===== src/rtl/bb_pkg.sv =====
package bb_pkg;
  typedef enum logic [2:0] {
    ST_IDLE  = 3'd0,
    ST_DWR   = 3'd1,
    ST_RWAIT = 3'd2,
    ST_RTAKE = 3'd3,
    ST_WB    = 3'd4
  } bb_state_t;

  typedef enum logic [1:0] {
    SZ_BYTE = 2'd0,
    SZ_HALF = 2'd1,
    SZ_WORD = 2'd2,
    SZ_BAD  = 2'd3
  } bb_size_t;

  typedef enum logic [1:0] {
    RG_NONE  = 2'd0,
    RG_SRAM  = 2'd1,
    RG_ALIAS = 2'd2
  } bb_region_t;
endpackage


===== src/rtl/bb_decode.sv =====
module bb_decode import bb_pkg::*; #(
  parameter logic [31:0] SRAM_BASE  = 32'h2000_0000,
  parameter logic [31:0] ALIAS_BASE = 32'h2200_0000,
  parameter int          SRAM_BYTES = 98304,
  localparam int         OW         = $clog2(SRAM_BYTES)
) (
  input  logic [31:0]   addr,
  output bb_region_t    region,
  output logic [OW-1:0] byte_off,
  output logic [2:0]    bit_idx
);
  localparam logic [31:0] SPAN  = 32'(SRAM_BYTES);
  localparam logic [31:0] ASPAN = 32'(SRAM_BYTES) << 5;

  logic [31:0] s_off;
  logic [31:0] a_off;
  logic        in_sram;
  logic        in_alias;

  always_comb begin
    s_off    = addr - SRAM_BASE;
    a_off    = addr - ALIAS_BASE;
    in_sram  = (addr >= SRAM_BASE) && (s_off < SPAN);
    in_alias = (addr >= ALIAS_BASE) && (a_off < ASPAN);
    if (in_sram)       region = RG_SRAM;
    else if (in_alias) region = RG_ALIAS;
    else               region = RG_NONE;
    byte_off = in_alias ? a_off[OW+4:5] : s_off[OW-1:0];
    bit_idx  = a_off[4:2];
  end
endmodule


===== src/rtl/bb_wsteer.sv =====
module bb_wsteer import bb_pkg::*; (
  input  bb_size_t    size,
  input  logic [1:0]  lane,
  input  logic [31:0] wdata,
  output logic [3:0]  be,
  output logic [31:0] lanes
);
  for (genvar g = 0; g < 4; g++) begin : g_lane
    localparam logic [1:0] LN = 2'(g);
    always_comb begin
      unique case (size)
        SZ_BYTE: begin
          be[g]          = (lane == LN);
          lanes[8*g +: 8] = wdata[7:0];
        end
        SZ_HALF: begin
          be[g]          = (lane[1] == LN[1]);
          lanes[8*g +: 8] = LN[0] ? wdata[15:8] : wdata[7:0];
        end
        default: begin
          be[g]          = 1'b1;
          lanes[8*g +: 8] = wdata[8*g +: 8];
        end
      endcase
    end
  end
endmodule


===== src/rtl/bb_rextract.sv =====
module bb_rextract import bb_pkg::*; (
  input  logic [31:0] word,
  input  bb_size_t    size,
  input  logic [1:0]  lane,
  input  logic [2:0]  bit_idx,
  input  logic        is_alias,
  output logic [31:0] rd
);
  logic [1:0]  sh;
  logic [31:0] shifted;

  always_comb begin
    unique case (size)
      SZ_BYTE: sh = lane;
      SZ_HALF: sh = {lane[1], 1'b0};
      default: sh = 2'd0;
    endcase
    shifted = word >> {sh, 3'b000};
    if (is_alias)
      rd = {31'd0, word[{lane, bit_idx}]};
    else begin
      unique case (size)
        SZ_BYTE: rd = {24'd0, shifted[7:0]};
        SZ_HALF: rd = {16'd0, shifted[15:0]};
        default: rd = shifted;
      endcase
    end
  end
endmodule


===== src/rtl/bb_bitmerge.sv =====
module bb_bitmerge (
  input  logic [31:0] old_word,
  input  logic [1:0]  lane,
  input  logic [2:0]  bit_idx,
  input  logic        new_bit,
  output logic [31:0] new_word,
  output logic [3:0]  be
);
  for (genvar i = 0; i < 32; i++) begin : g_bit
    localparam logic [4:0] POS = 5'(i);
    assign new_word[i] = (POS == {lane, bit_idx}) ? new_bit : old_word[i];
  end
  for (genvar g = 0; g < 4; g++) begin : g_be
    assign be[g] = (lane == 2'(g));
  end
endmodule


===== src/rtl/bitband_bridge.sv =====
module bitband_bridge import bb_pkg::*; #(
  parameter logic [31:0] SRAM_BASE  = 32'h2000_0000,
  parameter logic [31:0] ALIAS_BASE = 32'h2200_0000,
  parameter int          SRAM_BYTES = 98304,
  localparam int         OW         = $clog2(SRAM_BYTES),
  localparam int         AW         = OW - 2
) (
  input  logic          clk,
  input  logic          rst,
  input  logic          req,
  input  logic          we,
  input  logic [31:0]   addr,
  input  logic [1:0]    size,
  input  logic [31:0]   wdata,
  output logic          ready,
  output logic          resp_valid,
  output logic          resp_err,
  output logic [31:0]   rdata,
  output logic          mem_en,
  output logic          mem_we,
  output logic [3:0]    mem_be,
  output logic [AW-1:0] mem_addr,
  output logic [31:0]   mem_wdata,
  input  logic [31:0]   mem_rdata
);
  bb_state_t     state;
  bb_region_t    dec_region;
  logic [OW-1:0] dec_off;
  logic [2:0]    dec_bit;
  bb_size_t      in_size;
  logic [3:0]    st_be;
  logic [31:0]   st_lanes;
  logic [31:0]   rx_data;
  logic [31:0]   mg_word;
  logic [3:0]    mg_be;
  logic          bad_req;

  bb_size_t    lat_size;
  logic [1:0]  lat_lane;
  logic [2:0]  lat_bit;
  logic        lat_alias;
  logic        lat_we;
  logic        lat_wbit;

  assign in_size = bb_size_t'(size);
  assign ready   = (state == ST_IDLE);
  assign bad_req = (dec_region == RG_NONE) ||
                   ((dec_region == RG_SRAM) && (in_size == SZ_BAD));

  bb_decode #(.SRAM_BASE(SRAM_BASE), .ALIAS_BASE(ALIAS_BASE),
              .SRAM_BYTES(SRAM_BYTES)) u_dec (
    .addr(addr), .region(dec_region), .byte_off(dec_off), .bit_idx(dec_bit)
  );

  bb_wsteer u_ws (
    .size(in_size), .lane(dec_off[1:0]), .wdata(wdata),
    .be(st_be), .lanes(st_lanes)
  );

  bb_rextract u_rx (
    .word(mem_rdata), .size(lat_size), .lane(lat_lane), .bit_idx(lat_bit),
    .is_alias(lat_alias), .rd(rx_data)
  );

  bb_bitmerge u_mg (
    .old_word(mem_rdata), .lane(lat_lane), .bit_idx(lat_bit),
    .new_bit(lat_wbit), .new_word(mg_word), .be(mg_be)
  );

  always_ff @(posedge clk) begin
    if (rst) begin
      state      <= ST_IDLE;
      resp_valid <= 1'b0;
      resp_err   <= 1'b0;
      rdata      <= '0;
      mem_en     <= 1'b0;
      mem_we     <= 1'b0;
      mem_be     <= '0;
      mem_addr   <= '0;
      mem_wdata  <= '0;
      lat_size   <= SZ_BYTE;
      lat_lane   <= '0;
      lat_bit    <= '0;
      lat_alias  <= 1'b0;
      lat_we     <= 1'b0;
      lat_wbit   <= 1'b0;
    end else begin
      resp_valid <= 1'b0;
      resp_err   <= 1'b0;
      unique case (state)
        ST_IDLE: begin
          mem_en <= 1'b0;
          mem_we <= 1'b0;
          if (req) begin
            if (bad_req) begin
              resp_valid <= 1'b1;
              resp_err   <= 1'b1;
              rdata      <= '0;
            end else begin
              mem_en    <= 1'b1;
              mem_addr  <= dec_off[OW-1:2];
              lat_size  <= in_size;
              lat_lane  <= dec_off[1:0];
              lat_bit   <= dec_bit;
              lat_alias <= (dec_region == RG_ALIAS);
              lat_we    <= we;
              lat_wbit  <= wdata[0];
              if (we && dec_region == RG_SRAM) begin
                mem_we    <= 1'b1;
                mem_be    <= st_be;
                mem_wdata <= st_lanes;
                state     <= ST_DWR;
              end else begin
                mem_we <= 1'b0;
                state  <= ST_RWAIT;
              end
            end
          end
        end
        ST_DWR: begin
          mem_en     <= 1'b0;
          mem_we     <= 1'b0;
          resp_valid <= 1'b1;
          rdata      <= '0;
          state      <= ST_IDLE;
        end
        ST_RWAIT: begin
          mem_en <= 1'b0;
          state  <= ST_RTAKE;
        end
        ST_RTAKE: begin
          if (lat_alias && lat_we) begin
            mem_en    <= 1'b1;
            mem_we    <= 1'b1;
            mem_be    <= mg_be;
            mem_wdata <= mg_word;
            state     <= ST_WB;
          end else begin
            resp_valid <= 1'b1;
            rdata      <= rx_data;
            state      <= ST_IDLE;
          end
        end
        ST_WB: begin
          mem_en     <= 1'b0;
          mem_we     <= 1'b0;
          resp_valid <= 1'b1;
          rdata      <= '0;
          state      <= ST_IDLE;
        end
        default: state <= ST_IDLE;
      endcase
    end
  end

  a_r6_hold_off: assert property (@(posedge clk) disable iff (rst)
    (req && ready && we && dec_region == RG_ALIAS) |=> !ready);

  a_r6_single_lane: assert property (@(posedge clk) disable iff (rst)
    (mem_en && mem_we && state == ST_WB) |-> ($countones(mem_be) == 1));

  a_r6_no_accept_busy: assert property (@(posedge clk) disable iff (rst)
    (state == ST_RTAKE && lat_alias && lat_we) |=> (state == ST_WB && mem_en));

  a_r7_err_quiet: assert property (@(posedge clk) disable iff (rst)
    resp_err |-> (resp_valid && rdata == 32'd0 && !mem_en));

  a_r7_err_pulse: assert property (@(posedge clk) disable iff (rst)
    resp_err |=> !resp_err || $past(req && ready));

  a_r4_bit_only: assert property (@(posedge clk) disable iff (rst)
    (resp_valid && !resp_err && $past(state == ST_RTAKE && lat_alias))
      |-> (rdata[31:1] == 31'd0));

  a_r8_write_ack: assert property (@(posedge clk) disable iff (rst)
    (state == ST_DWR) |=> (resp_valid && ready && !mem_en));
endmodule


===== config.mk =====
export PLATFORM = sky130hd
export DESIGN_NAME = bitband_bridge
export DESIGN_NICKNAME = d
export VERILOG_FILES = /design/src/rtl/bb_pkg.sv /design/src/rtl/bb_decode.sv /design/src/rtl/bb_wsteer.sv /design/src/rtl/bb_rextract.sv /design/src/rtl/bb_bitmerge.sv /design/src/rtl/bitband_bridge.sv
export SDC_FILE = /design/constraint.sdc
export NUM_CORES = 1
export LEC_CHECK = 0
export BUFFER_PORTS_ARGS = -buffer_cell sky130_fd_sc_hd__buf_2
export CORE_AREA = 2 2 119 121
export CTS_BUF_LIST = sky130_fd_sc_hd__clkbuf_8
export DETAILED_ROUTE_END_ITERATION = 8
export DIE_AREA = 0 0 121 123
export PLACE_DENSITY_LB_ADDON = 0.12
export SLEW_MARGIN = 40
export SYNTH_ARGS = -nofsm -noshare
export SYNTH_HDL_FRONTEND = slang
export SYNTH_SLANG_ARGS = --single-unit

===== constraint.sdc =====
create_clock -name clk -period 4.4 [get_ports clk]
set_input_delay 0.66 -clock clk [delete_from_list [all_inputs] [get_ports clk]]
set_output_delay 0.66 -clock clk [all_outputs]
set_load 0.02 [all_outputs]

==> summary.txt, run 1 <==
Die
  – Die footprint: roughly 15,000 µm²
  – Die height: between 100 and 150 µm
  – Ports: 190
  – Row cnt: 43
  – Die width: between 100 and 150 µm
  – Initial Utilization: 0.438
  – Core Box Area: 13,600 µm²

GRT
  – First-pass GRT wire length: between 30,000 and 40,000 µm
  – Initial antenna violation count: 0
  – GRT Total Usage: 0.266
  – Largest net degree at the start of global routing: 74
  – Vias in the first global route: between 5,000 and 6,000
  – Overflow after GRT: 0

Critical path
  – CP arrival: 3.55 ns
  – CP Capture Type: flop
  – CP max FO: 25
  – Critical path class: input port to flop
  – R2R cell count: 6
  – Flop2flop setup slack: about 1.7 ns
  – CP Launch Type: input port
  – CP required: 4.72 ns
  – Reg-to-reg startpoint: lat_lane[1]$_SDFFE_PP0P_
  – Reg-to-reg endpoint: mem_wdata[16]$_SDFFE_PP0P_

Drt
  – Routed wire length: roughly 20,000 µm
  – DR WL/cell: between 15 and 20 µm
  – DRT antenna net count: 0
  – Detailed Route Iter0 Violations: approximately 470
  – Vias: 6,253
  – Vias/cell: 5.92
  – Drc violations: 0
  – DR pass1 iterations: 7

Final layout
  – Fin area: 7150 µm²
  – Layout cell share with drive strength beyond 1: 0.300
  – Layout net count: approximately 980
  – Number of antenna diodes: 0
  – Most frequent cells in the layout: buf_2, dfxtp_1, nand2_1
  – Commonest non-fill, non-tap cell in the layout: buf_2
  – P&R area growth vs syn: 19.8%

Timing
  – Maximum clock rate: 309 MHz
  – Hold slack: between 0.4 and 0.5 ns
  – Setup Skew: about 0.014 ns
  – Slew margin rel.: 0.431
  – Final setup violation count: 0
  – Final hold vios: 0
  – Post-route setup TNS: 0 ns
  – Tmin final: around 3.2 ns
  – Worst-Margin Slew: ~0.85 ns
  – Period utilization: 0.736
  – RSZ-0062 raised after global routing: no
  – Max-slew violations: 0
  – Final Worst Setup Slack: approximately 1.2 ns

Synthesis
  – Predominant post-synthesis flop cell: dfxtp_1
  – Mapped Cells: 730
  – Warnings from Yosys: 0
  – Mapped Area: slightly below 6000 µm²
  – FFs w/ async S/R, synth: 0
  – Synthesized area per cell: slightly above 8 µm²
  – Post-synth EDFFs: 0
  – Seq/Total Area, Yosys: 0.335
  – Post-synth cell types: 55
  – Mapped Nets: 835
  – Flops & latches, synth: 100

Clocking
  – H-tree depth: 3
  – Worst-Skew Late Latency: 0.39 ns
  – CTS tree: built
  – Worst-case clock buffer depth: 2
  – Hold bufs inserted after CTS: 0
  – Setup repair bufs after CTS: 0
  – CTS Root Cell: clkbuf_8
  – Clk slew on worst S/H paths: roughly 0.1 ns
  – CTS buffer count: 9
  – CTS-repair resized insts: 0
  – # clock sinks: 100

Power
  – Leakage: approximately 3 nW
  – Pwr Density: about 230 nW/µm²
  – IR Drop Worst-Case VDD: ~0.12 mV
  – Pwr Total: between 0.0015 and 0.002 W

Worst hold path
  – Hold Crit Start: mem_wdata[28]$_SDFFE_PP0P_
  – Hold path depth: 2
  – Hold Path End: mem_wdata[28]$_SDFFE_PP0P_
  – Hold Crit Class: flop to flop

Run
  – Max_cap viols: 0

Run status
  – Status: completed

Placement
  – DP Wirelength: 14,800 µm
  – Worst slack at placement: 0.780 ns
  – Dpl cell area: a little under 7000 µm²
  – Final GP Congestion: between 0.9 and 1
  – Port buffer count: about 190
-- cells by family after synthesis --
family,count (synthesis),synth area share
muxes,96,0.181
buffers and inverters,77,0.0503
AOI/OAI and AO/OA,222,0.242
adders and majority gates,4,0.00797
and+or+nand+nor,228,0.178
xor gates and xnor gates,3,0.00440
DFF,100,0.335
-- worst max-delay path by stage --
stage | startpoint | end | depth (start not counted) | slack, ns
after global placement | addr[29] | mem_wdata[20]$_SDFFE_PP0P_ | 9 | 0.87
after floorplan | addr[30] | mem_wdata[20]$_SDFFE_PP0P_ | 9 | 1.28
after global routing | addr[30] | mem_wdata[21]$_SDFFE_PP0P_ | 10 | 1.0
final | addr[30] | mem_wdata[8]$_SDFFE_PP0P_ | 9 | 1.16
after CTS | addr[30] | mem_wdata[8]$_SDFFE_PP0P_ | 9 | 1.18
after detailed placement | addr[30] | mem_wdata[26]$_SDFFE_PP0P_ | 10 | 0.78
-- synth_stat cells (8+ instances only) --
| library cell | count | area [µm²] |
|---|---|---|
| a21oi_1 | 68 | 340 |
| clkbuf_1 | 56 | 210 |
| inv_1 | 8 | 30.0 |
| nor2_1 | 54 | 203 |
| nor3_1 | 11 | 55.1 |
| o211ai_1 | 15 | 113 |
| a211oi_1 | 19 | 143 |
| mux2_2 | 27 | 304 |
| o221ai_1 | 19 | 166 |
| mux2i_1 | 62 | 621 |
| nand2_1 | 75 | 282 |
| nand3_1 | 50 | 250 |
| buf_1 | 9 | 33.8 |
| dfxtp_1 | 100 | 2000 |
| o21ai_0 | 55 | 275 |
-- flip-flops by register name (all words and copies together) (netlist names) --
signal	flops
mem_addr	15
lat_lane	2
lat_wbit	1
resp_err	1
resp_valid	1
mem_be	4
lat_bit	3
mem_wdata	32
state	3
lat_alias	1
lat_we	1
mem_en	1
lat_size	2
rdata	32
mem_we	1
-- where the power goes --
part           total [W]  switching (W)  internal (W)  leakage (nW)
clock           0.000568       0.000343      0.000226        0.0904
combinational   0.000205       0.000121     0.0000838          2.03
sequential      0.000907    0.000000728      0.000906         0.807
-- per-stage QoR --
| step | utilization | instances |
|---|---|---|
| floorplan | - | 730 |
| global placement | 0.512 | 1041 |
| detailed placement | 0.512 | 1041 |
| CTS | 0.525 | 1057 |
| global route | 0.525 | 1057 |
| finish | 0.525 | 1057 |
-- final cells by class --
| cell class | instances | area (µm²) |
|---|---|---|
| repair buffers | 200 | 1030 |
| clock inverters | 6 | 48.8 |
| clock buffers | 10 | 138 |
| fillers | 1351 | 6460 |
| well taps | 180 | 225 |
| multi-input cells | 553 | 3680 |
| flip-flops and latches | 100 | 2000 |
| inverters | 8 | 30.0 |
-- routing by layer --
| metal | track usage | part of all wire | up-vias | routed length, µm |
|---|---|---|---|---|
| li1 | - | - | 2979 | - |
| met1 | 0.368 | 0.43 | 2941 | 8550 |
| met2 | 0.416 | 0.46 | 299 | 9160 |
| met3 | 0.0489 | 0.092 | 34 | 1830 |
| met4 | 0.0945 | 0.020 | 0 | 391 |
| met5 | 0 | 0 | - | 0 |
-- critical path: stages --
cell	delay, ns
buf_2	0.10
inv_1	0.06
ha_1	0.27
or4b_4	0.46
a2111oi_4	0.42
nand4_2	0.29
a211o_1	0.67
a221o_1	0.46
a21oi_1	0.16
Note: power is estimated with default switching activity, not from simulation.
==> run 2, diff against run 1 <==
- clock period: 4.4 -> 3.2 ns (I/O delays scaled with it)
==> run 2 against run 1 <==
Clock power up 50%. Sequential share of layout area down 0.40 points. First-iteration DRC count down 8.7%. Combinational power up 40%. Largest cell class unchanged. Total power up 42%. Setup slack worse by 0.67 ns. Core utilization up 0.74 points. Register-to-register slack worse by 1.1 ns. Die area unchanged.
==> summary.txt, run 2 (synthesized netlist as in run 1, its figures left out) <==
Run status
  – Status: completed

Die
  – Ports: 190 (unchanged)
  – Core Box Area: 13,600 µm² (unchanged)
  – Initial Utilization: 0.438 (unchanged)
  – Die height: 123 µm (unchanged)
  – Row cnt: 43 (unchanged)
  – Die width: 121 µm (unchanged)
  – Die footprint: 14,900 µm² (unchanged)

Clocking
  – # clock sinks: 100 (unchanged)
  – Clk slew on worst S/H paths: 0.10 ns (about the same)
  – CTS-repair resized insts: 0 (unchanged)
  – CTS Root Cell: clkbuf_8
  – Hold bufs inserted after CTS: 0 (unchanged)
  – Setup repair bufs after CTS: 0 (unchanged)
  – CTS buffer count: 9 (unchanged)
  – H-tree depth: 3 (unchanged)
  – Worst-case clock buffer depth: 2 (unchanged)
  – CTS tree: built
  – Worst-Skew Late Latency: 0.38 ns (about the same)

Drt
  – DR pass1 iterations: 5 (-2)
  – Drc violations: 0 (unchanged)
  – DRT antenna net count: 0 (unchanged)
  – Vias/cell: 5.94 (+0.44%)
  – Detailed Route Iter0 Violations: 430 (-8.7%)
  – DR WL/cell: 18.9 µm (+0.34%)
  – Vias: 6,328 (+1.2%)
  – Routed wire length: 20,200 µm (+1.1%)

Critical path
  – Crit path from: addr[29]
  – CP max FO: 14 (-44%)
  – CP required: 3.52 ns (-1.20 ns)
  – Critical path class: input port to flop
  – CP arrival: 3.02 ns (-0.53 ns)
  – R2R cell count: 6 (unchanged)
  – Crit path capture: mem_wdata[16]$_SDFFE_PP0P_
  – Reg-to-reg startpoint: lat_lane[0]$_SDFFE_PP0P_
  – CP Launch Type: input port
  – Reg-to-reg endpoint: rdata[0]$_SDFFE_PP0P_
  – Flop2flop setup slack: 0.65 ns (-1.09 ns)
  – CP Capture Type: flop

Timing
  – Max-slew violations: 0 (unchanged)
  – Final hold vios: 0 (unchanged)
  – Final Worst Setup Slack: 0.495 ns (-0.667 ns)
  – Post-route setup TNS: 0 ns (unchanged)
  – Period utilization: 0.845
  – Slew margin rel.: 0.453 (+0.0217)
  – Tmin final: 2.71 ns
  – Final setup violation count: 0 (unchanged)
  – Maximum clock rate: approximately 370 MHz
  – RSZ-0062 raised after global routing: no
  – Worst-Margin Slew: 0.820 ns (-0.0325 ns)
  – Setup Skew: 0.0150 ns (+0.000709 ns)
  – Hold slack: 0.367 ns (-0.104 ns)

Final layout
  – P&R area growth vs syn: 21.5%
  – Fin cells: 1,065 (+0.76%)
  – Top Registers: mem_wdata (32), rdata (32), mem_addr (15)
  – Commonest non-fill, non-tap cell in the layout: buf_2
  – Layout cell share with drive strength beyond 1: 0.304 (+0.00441)
  – Most frequent cells in the layout: buf_2, dfxtp_1, nand2_1
  – Layout net count: 984 (+0.72%)
  – Fillers: 1,313 (-2.8%)

GRT
  – Overflow after GRT: 0 (unchanged)
  – GRT Total Usage: 0.261 (-0.00508)
  – Vias in the first global route: 5,670 (-3.1%)
  – Initial antenna violation count: 0 (unchanged)
  – First-pass GRT wire length: 30,500 µm (-2.1%)
  – Largest net degree at the start of global routing: 71 (-4.1%)

Worst hold path
  – Hold Crit Class: input port to flop

Power
  – Pwr Density: 329 nW/µm² (+40%)
  – Leakage: 2.98 nW (+1.7%)
  – IR Drop Worst-Case VDD: 0.166 mV (+39%)

Placement
  – Worst slack at placement: 0.107 ns (-0.673 ns)
  – DP Wirelength: 14,900 µm (+0.99%)
  – Final GP Congestion: 0.933 (+2.8%)
  – Post-Place Cells: 1,047 (+0.58%)
  – Port buffer count: 189 (unchanged)

Run
  – Max_cap viols: 0 (unchanged)
-- run 2: cell count changes in the layout (fill, tap and decap cells not counted), moves of 2 or more --
cell      previous run  this run
buf_4               11        16
inv_6                0         3
buf_12               0         2
clkinv_4             2         0
-- run 2: worst min-delay path by stage --
stage                                     startpoint                          to  slack [ns]  cells after the start
after floorplan               lat_alias$_SDFFE_PP0P_      lat_alias$_SDFFE_PP0P_        0.50                      2
after global placement     mem_wdata[6]$_SDFFE_PP0P_   mem_wdata[6]$_SDFFE_PP0P_        0.45                      2
after detailed placement  mem_wdata[26]$_SDFFE_PP0P_  mem_wdata[26]$_SDFFE_PP0P_        0.46                      2
after CTS                                    addr[3]     lat_bit[1]$_SDFFE_PP0P_        0.36                      3
after global routing                         addr[2]     lat_bit[0]$_SDFFE_PP0P_        0.37                      3
final                                        addr[3]     lat_bit[1]$_SDFFE_PP0P_        0.37                      3
-- run 2: per-layer routing --
layer	track usage	up-vias	wire length (µm)
met4	0.0792	0	391
met1	0.368	2996	8960
li1	-	2996	-
met3	0.0498	29	1700
met5	0	-	0
met2	0.405	307	9100
-- run 2: layout make-up --
type	instances	area [µm²]	share of cell area
sequential	100	2000	0.276
inverter	8	30.0	0.00414
timing repair buffer	207	1120	0.154
clock buffer	9	124	0.0171
antenna	1	2.50	0.000345
multi-input combinational	553	3680	0.507
tap	180	225	0.0311
clock inverter	7	73.8	0.0102
-- run 2: stage by stage --
| step | utilization | cell area [µm²] | total power [W] |
|---|---|---|---|
| 3_3_place_gp | 0.517 | 7030 | 0.00155 |
| 2_1_floorplan | - | 5970 | 0.00141 |
| 5_1_grt | 0.533 | 7250 | 0.00247 |
| 4_1_cts | 0.531 | 7230 | 0.00238 |
| 6_report | 0.533 | 7250 | 0.00238 |
| 3_5_place_dp | 0.517 | 7040 | 0.00156 |
-- run 2: worst max-delay path: stages --
cell       delay, ns
buf_2           0.10
inv_1           0.05
ha_1            0.27
or4b_4          0.46
a2111oi_4       0.43
nand4_2         0.16
a211o_1         0.50
a221o_1         0.41
a21oi_1         0.15
-- run 2: where the power goes --
part           total, W  switching [W]  internal, W
logic          0.000286       0.000169     0.000117
registers       0.00125    0.000000907      0.00125
clock network  0.000851       0.000483     0.000368
total           0.00238       0.000653      0.00173
